### config.mk
export PLATFORM = sky130hd
export DESIGN_NAME = load_use_stall_det
export DESIGN_NICKNAME = d
export VERILOG_FILES = /design/src/rtl/lus_pkg.sv /design/src/rtl/lus_src_match.sv /design/src/rtl/lus_ctrl.sv /design/src/rtl/load_use_stall_det.sv
export SDC_FILE = /design/constraint.sdc
export NUM_CORES = 1
export LEC_CHECK = 0
export BUFFER_PORTS_ARGS = -buffer_cell sky130_fd_sc_hd__buf_2
export CELL_PAD_IN_SITES_DETAIL_PLACEMENT = 1
export CELL_PAD_IN_SITES_GLOBAL_PLACEMENT = 1
export CORE_AREA = 2 2 39 41
export DETAILED_ROUTE_END_ITERATION = 12
export DIE_AREA = 0 0 41 43
export PLACE_DENSITY_LB_ADDON = 0.1
export SETUP_SLACK_MARGIN = 0.5
export SYNTH_ARGS = -nofsm -noshare
export SYNTH_HDL_FRONTEND = slang
export SYNTH_HIERARCHICAL = 1
export SYNTH_SLANG_ARGS = --single-unit
### constraint.sdc
create_clock -name vclk -period 3.9
set_clock_uncertainty 0.05 [all_clocks]
set_input_delay 0.39 -clock vclk [all_inputs]
set_output_delay 0.39 -clock vclk [all_outputs]
set_load 0.01 [all_outputs]
### src/rtl/lus_pkg.sv
package lus_pkg;
  typedef struct packed {
    logic pc_we;
    logic dec_we;
    logic bubble;
  } lus_ctrl_t;

  localparam lus_ctrl_t LUS_RUN  = '{pc_we: 1'b1, dec_we: 1'b1, bubble: 1'b0};
  localparam lus_ctrl_t LUS_HOLD = '{pc_we: 1'b0, dec_we: 1'b0, bubble: 1'b1};
endpackage

### src/rtl/lus_src_match.sv
module lus_src_match #(
  parameter int unsigned AW = 5
) (
  input  logic [AW-1:0] src_i,
  input  logic [AW-1:0] dst_i,
  input  logic          dst_live_i,
  output logic          hit_o
);
  assign hit_o = dst_live_i && (src_i == dst_i);
endmodule

### src/rtl/lus_ctrl.sv
module lus_ctrl
  import lus_pkg::*;
#(
  parameter int unsigned NUM_SRC = 2
) (
  input  logic [NUM_SRC-1:0] hit_i,
  output lus_ctrl_t          ctrl_o
);
  assign ctrl_o = (|hit_i) ? LUS_HOLD : LUS_RUN;
endmodule

### src/rtl/load_use_stall_det.sv
module load_use_stall_det
  import lus_pkg::*;
#(
  parameter int unsigned REG_AW = 5
) (
  input  logic              clk_i,
  input  logic              rst_ni,
  input  logic [REG_AW-1:0] dec_rs_i,
  input  logic [REG_AW-1:0] dec_rt_i,
  input  logic [REG_AW-1:0] ex_rt_i,
  input  logic              ex_mem_rd_i,
  output logic              pc_we_o,
  output logic              dec_we_o,
  output logic              bubble_o
);
  localparam int unsigned NUM_SRC = 2;

  logic [NUM_SRC-1:0][REG_AW-1:0] srcs;
  logic [NUM_SRC-1:0]             hits;
  logic                           load_live;
  lus_ctrl_t                      ctrl;

  assign srcs[0] = dec_rs_i;
  assign srcs[1] = dec_rt_i;

  // register 0 is hardwired, a load into it produces nothing to wait for
  assign load_live = ex_mem_rd_i && (|ex_rt_i);

  for (genvar g = 0; g < NUM_SRC; g++) begin : g_src
    lus_src_match #(.AW(REG_AW)) i_match (
      .src_i      (srcs[g]),
      .dst_i      (ex_rt_i),
      .dst_live_i (load_live),
      .hit_o      (hits[g])
    );
  end

  lus_ctrl #(.NUM_SRC(NUM_SRC)) i_ctrl (
    .hit_i  (hits),
    .ctrl_o (ctrl)
  );

  assign pc_we_o  = ctrl.pc_we;
  assign dec_we_o = ctrl.dec_we;
  assign bubble_o = ctrl.bubble;

  AST_RS_STALL: assert property (@(posedge clk_i) disable iff (!rst_ni)
    (ex_mem_rd_i && ex_rt_i != '0 && ex_rt_i == dec_rs_i) |-> (!pc_we_o && bubble_o));
  AST_RT_STALL: assert property (@(posedge clk_i) disable iff (!rst_ni)
    (ex_mem_rd_i && ex_rt_i != '0 && ex_rt_i == dec_rt_i) |-> (!pc_we_o && bubble_o));
  AST_NO_LOAD_RUN: assert property (@(posedge clk_i) disable iff (!rst_ni)
    !ex_mem_rd_i |-> pc_we_o);
  AST_ZERO_DST_RUN: assert property (@(posedge clk_i) disable iff (!rst_ni)
    (ex_rt_i == '0) |-> pc_we_o);
  AST_OUT_COHERENT: assert property (@(posedge clk_i) disable iff (!rst_ni)
    (pc_we_o == dec_we_o) && (bubble_o == !pc_we_o));
endmodule

After elaboration in Yosys (flattened, before gate mapping) --
Cells that the tools add are included.
Storage, ports and cells: bits of input ports 18, bits in latches 0, bits in registers 0, bits in read-only memories 0, memories 0, output and inout bits 3, logic and storage cells 8, bits in writable memories 0
Cells by class: div/mod/pow operators 0, multipliers 0, shift-type cells 0, bitwise operators 0, magnitude comparators 0, add/subtract/negate cells 0, reductions and logical operators 5, mux-type cells 1, equality and inequality tests 2
Operators by type and width (count):
- 5-bit equality test | 2
- 5-bit OR reduction | 1
- 1-bit logical AND | 3
- 3-bit 2-to-1 mux | 1
- 2-bit OR reduction | 1

Longest topological paths before layout --
Gate-level depths: netlist (run 1).
word-level depth 5, depth in mapped cells 5, depth with buffers taken out 4

Hierarchy --
Netlist (run 1), hierarchy kept.
By module, submodules not included:
- lus_src_match | area an instance 56.3 um2, times used 2, sequential area each 0.0 um2, cells an instance 7
- lus_ctrl | area an instance 17.5 um2, times used 1, sequential area each 0.0 um2, cells an instance 3
- load_use_stall_det | area an instance 15.0 um2, times used 1, sequential area each 0.0 um2, cells an instance 2

Worst setup path after synthesis (run 1) --
No wires, ideal clock.
path type input to output, from in ex_rt_i[0], to out pc_we_o, stages on the path 5, setup slack 1.871 ns, data arrival time 1.589 ns, path buffers 1, data required time 3.460 ns, cells stage by stage or4_1 -> o21a_1 -> and3_1 -> nor2_1 -> buf_4
On the way: longest elaborated chain between the ends 5, elaborated cells between the ends (all ways) 8, classes of those cells eq/ne: 2; mux: 1; reduce/logical: 5
Ends and longest elaborated chain:
- start, declared | line load_use_stall_det.sv:10 | input logic [REG_AW-1:0] ex_rt_i,
- 5-bit OR reduction | line load_use_stall_det.sv:27 | assign load_live = ex_mem_rd_i && (|ex_rt_i);
- 1-bit logical AND | line load_use_stall_det.sv:27
- via load_live | line load_use_stall_det.sv:20 | logic load_live;
- 1-bit logical AND | line lus_src_match.sv:9 | assign hit_o = dst_live_i && (src_i == dst_i);
- via hits[1] | line load_use_stall_det.sv:19 | logic [NUM_SRC-1:0] hits;
- 2-bit OR reduction | line lus_ctrl.sv:9 | assign ctrl_o = (|hit_i) ? LUS_HOLD : LUS_RUN;
- 3-bit 2-to-1 mux | line lus_ctrl.sv:9
- end, declared | line load_use_stall_det.sv:12 | output logic pc_we_o,
The timed path passes the listed nets, and every way through them passes these cells.

Worst setup path after layout (run 1) --
from in ex_rt_i[0], to out bubble_o
On the way: longest elaborated chain between the ends 5, elaborated cells between the ends (all ways) 8, classes of those cells eq/ne: 2; mux: 1; reduce/logical: 5
Ends and longest elaborated chain:
- 5-bit OR reduction | line load_use_stall_det.sv:27
- 1-bit logical AND | line load_use_stall_det.sv:27
- via load_live | line load_use_stall_det.sv:20
- 1-bit logical AND | line lus_src_match.sv:9
- via hits[1] | line load_use_stall_det.sv:19
- 2-bit OR reduction | line lus_ctrl.sv:9
- 3-bit 2-to-1 mux | line lus_ctrl.sv:9
- end, declared | line load_use_stall_det.sv:14 | output logic bubble_o
The timed path passes the listed nets, and every way through them passes these cells.

==> impl_metrics.toml, run 1 <==
[run_status]
outcome = "finished, final reports clean"

[grt]
grt_max_degree = 4
grt_pass1_wl_um = 759
grt_overflow = 0
antenna_found_initial = 0
grt_pass1_vias = 211
track_usage = 0.0569

[clock_tree]
cts.repair.resized = 0
cts_setup_buffers = 0
ctsHoldBuffers = 0

[floorplan]
die_w_um = 41
start_util = 0.105
die_y_um = 43
core_area_um2 = 1380
dieArea_um2 = 1760
row_count = 14
ios = 21

[placement]
hpwl_um = 445
post-place-cells = 53
gp_congestion = 0.688
io_buffers = 19
placed_cell_area_um2 = 253
pre_cts_slack_ns = 1.74

[worst_setup_path]
required_ns = 3.46
crit_path_start = "ex_rt_i[0]"
critPathArrivalTime_ns = 1.70
critPathCaptureType = "output pin"
crit_fanout = 3
cp-endpoint = "bubble_o"
worstSetupPathType = "in2out"
cp-start-kind = "input pin"

[synth]
seq_area_frac_synth = 0
synthMuxAreaShare = 0
yosysWarnings = 6
synth_xor_area_frac = 0.603
synth_nets = 37
synth_area_per_cell_um2 = 7.64
yosysTopAreaCell = "xor2_1"
netlist_instances = 19
synth_compound_area_frac = 0.0517
netlist_top_cells_area = "xor2_1 48%, xnor2_1 12%, and3_1 8.6%, nor4_1 8.6%, buf_4 5.2%"
synthDistinctLibCells = 9
yosys.area_share.simple = 0.293
syn_area_um2 = 145
netlist.area_leader.share = 0.483
synth_top_family_by_area = "XOR/XNOR gates"
synthAdderAreaFrac = 0

[finish]
final_cells = 53
layout_commonest_cell = "buf_2"
drive_gt1_frac = 0.514
clock_buffers = 0
final_cell_mix = "19 x buf_2, 8 x xor2_1, 2 x nor4_1, 2 x xnor2_1, 2 x and3_1"
area_growth_pct = 74.1
num_antenna_cells = 0
seqCellArea_um2 = 0
seq_cells = 0
final_nets = 57
design_area_um2 = 253

[run]
maxCapViolations = 0

[drt]
wl_met3_um = 46
antenna_left = 0
drc = 0
drt_iter0_markers = 0
avgRoutedWirePerCell_um = 8.53
vias = 189
routed_wl_um = 452
wl_met2_um = 242
vias_per_cell = 3.57
wl_met1_um = 163
firstDrtPassIters = 1
highest_layer = "met3"

[sta]
setup_violations = 0
maxSlewViolCount = 0
fin_crit_ns = 2.14
tightest_slew_ns = 0.221
fmax_mhz = 466
setup_tns_ns = 0
fin_crit_sh = 0.550
setup_ws_ns = 1.76
finalHoldViolCount = 0
relSlewSlack = 0.852
rsz0062_at_grt = "false"

[min_path]
whs_path_depth = 5
hold_path_class = "in2out"

[power]
leakagePower_uw = 0.000133
power_density_nw_per_um2 = 86.8
max-vdd-ir-drop_v = 0.0000171
total_power_uw = 21.9
-- Yosys cell counts --
cell	instances
nor2_1	1
and3_1	2
buf_4	1
or2_1	1
or4_1	1
xnor2_1	2
nor4_1	2
xor2_1	8
o21a_1	1
-- power by group --
group          internal (uW)  total, uW  switching [uW]
registers                  0          0               0
logic                   12.4       21.9            9.57
clock network              0          0               0
total                   12.4       21.9            9.57
-- layer usage --
metal  GRT usage  up-vias
li1            -      101
met1      0.0728       80
met2       0.106        8
met3           0        0
met4           0        0
met5           0        -
-- cell families (layout without fill, tap and decap cells) --
family                    Yosys count  in the layout
xor gates and xnor gates           10             10
and+or+nand+nor                     7              7
buffers and inverters               1             19
AOI/OAI and AO/OA                   1              1
-- worst min-delay path by stage --
stage	start	endpoint	slack, ns
after CTS	ex_mem_rd_i	pc_we_o	1.27
after detailed placement	ex_mem_rd_i	pc_we_o	1.27
final	ex_mem_rd_i	pc_we_o	1.26
after floorplan	dec_rs_i[3]	dec_we_o	1.04
after global placement	dec_rs_i[3]	pc_we_o	1.26
after global routing	ex_mem_rd_i	dec_we_o	1.33
-- worst max-delay path: stages --
cell and delay (ns):
buf_2 0.12, or4_1 0.51, o21a_1 0.18, and3_1 0.15, or2_1 0.21, buf_2 0.14
-- stage by stage --
step,hold WS (ns),util
after floorplan,1.04,-
after global placement,1.26,0.183
after detailed placement,1.27,0.183
after CTS,1.27,0.183
after global routing,1.33,0.183
final,1.26,0.183
-- layout make-up --
| type | count | area [um^2] |
|---|---|---|
| Multi-Input combinational cell | 18 | 138 |
| Timing Repair Buffer | 19 | 95.1 |
| Fill cell | 182 | 1130 |
| Tap cell | 16 | 20.0 |
No activity file was read; power rests on OpenSTA's default activity.
==> run 2: changes to the inputs <==
==> constraint.sdc (replaced) <==
create_clock -name vclk -period 2
set_clock_uncertainty 0.05 [all_clocks]
set_input_delay 0.2 -clock vclk [all_inputs]
set_output_delay 0.2 -clock vclk [all_outputs]
set_load 0.01 [all_outputs]
==> run 2 against run 1 <==
Core utilization increased by 2.9 points. Sequential share of layout area unchanged. Total power is 130% higher. Global-route usage rose by 0.80 points. Die area did not move. Sequential cell count unchanged. Critical endpoint unchanged. Largest power group unchanged.
==> impl_metrics.toml, run 2 (synthesized netlist as in run 1, its figures left out) <==
[sta]
setup_tns_ns = 0
rsz0062_at_grt = "true"
maxSlewViolCount = 0
finalHoldViolCount = 0
relSlewSlack = 0.818
tightest_slew_ns = 0.270
fmax_mhz = 572
fin_crit_sh = 0.874
fin_crit_ns = 1.75
setup_violations = 0

[min_path]
hold_path_class = "in2out"
hp-start = "dec_rt_i[3]"

[grt]
grt_pass1_vias = 222
grt_max_degree = 4
grt_overflow = 0
antenna_found_initial = 0
grt_pass1_wl_um = 848
track_usage = 0.0649

[power]
power_density_nw_per_um2 = 173
leakagePower_uw = 0.000142
max-vdd-ir-drop_v = 0.0000335

[run_status]
outcome = "finished, final reports clean"

[finish]
final_core_util = 0.212
layout_commonest_cell = "buf_2"
drive_gt1_frac = 0.632
area_growth_pct = 102
seqCellArea_um2 = 0
final_nets = 58
fillers = 179
seq_cells = 0
final_cell_mix = "17 x buf_2, 8 x xor2_1, 2 x nor4_1, 2 x xnor2_1, 2 x and3_4"
clock_buffers = 0
num_antenna_cells = 0

[clock_tree]
ctsHoldBuffers = 0

[drt]
antenna_left = 0
drc = 0
avgRoutedWirePerCell_um = 9.41
vias = 205
vias_per_cell = 3.80
drt_iter0_markers = 0
firstDrtPassIters = 1
routed_wl_um = 508

[floorplan]
ios = 21
die_w_um = 41
die_y_um = 43
row_count = 14
dieArea_um2 = 1760
core_area_um2 = 1380
start_util = 0.105

[placement]
io_buffers = 19
gp_congestion = 0.663

[worst_setup_path]
cp-start-kind = "input pin"
worstSetupPathType = "in2out"
critPathCaptureType = "output pin"
required_ns = 1.75
crit_fanout = 2
crit_path_start = "ex_rt_i[2]"
critPathArrivalTime_ns = 1.50

[run]
maxCapViolations = 0
-- run 2: layout make-up --
| cell class | count | area (um^2) | share of cell area |
|---|---|---|---|
| timing repair buffer | 20 | 119 | 0.406 |
| tap | 16 | 20.0 | 0.0684 |
| multi-input combinational | 18 | 154 | 0.526 |
-- run 2: through the flow --
step | area [um^2] | hold WS [ns] | total power (uW) | instances | setup slack, ns
after floorplan | 148 | 0.659 | 19.7 | 19 | 0.412
after global placement | 255 | 0.880 | 43.6 | 53 | 0.197
after detailed placement | 255 | 0.882 | 44.7 | 53 | 0.202
after CTS | 289 | 0.889 | 50.9 | 54 | 0.223
after global routing | 293 | 0.926 | 57.1 | 54 | 0.211
final | 293 | 0.878 | 50.7 | 54 | 0.252
-- run 2: worst paths after layout --
check,slack [ns],depth (start not counted),endpoint
worst min-delay path,0.88,5,pc_we_o
worst max-delay path,0.25,6,bubble_o
-- run 2: power by group --
group | switching (uW) | internal (uW) | leakage [uW]
Combinational | 20.9 | 29.8 | 0.000142
Clock | 0 | 0 | 0
Sequential | 0 | 0 | 0
Total | 20.9 | 29.8 | 0.000142
-- run 2: critical path, cell delays in order --
cell	delay [ns]
buf_8	0.09
or4_4	0.51
o21a_1	0.19
and3_4	0.15
or2_1	0.21
buf_2	0.14
-- run 2: per-layer routing --
layer,up-vias,part of all wire,global-route usage
met3,0,0.18,0.0105
met2,12,0.52,0.125
met4,0,0,0
met1,90,0.30,0.0728
met5,-,0,0
li1,103,-,-
-- run 2: timing repair --
| item | in CTS | in global routing |
|---|---|---|
| setup buffers | 1 | 0 |
| pin swaps | 3 | 1 |
| gates resized for setup | 6 | 1 |
| endpoints found under the setup margin | 3 | 3 |
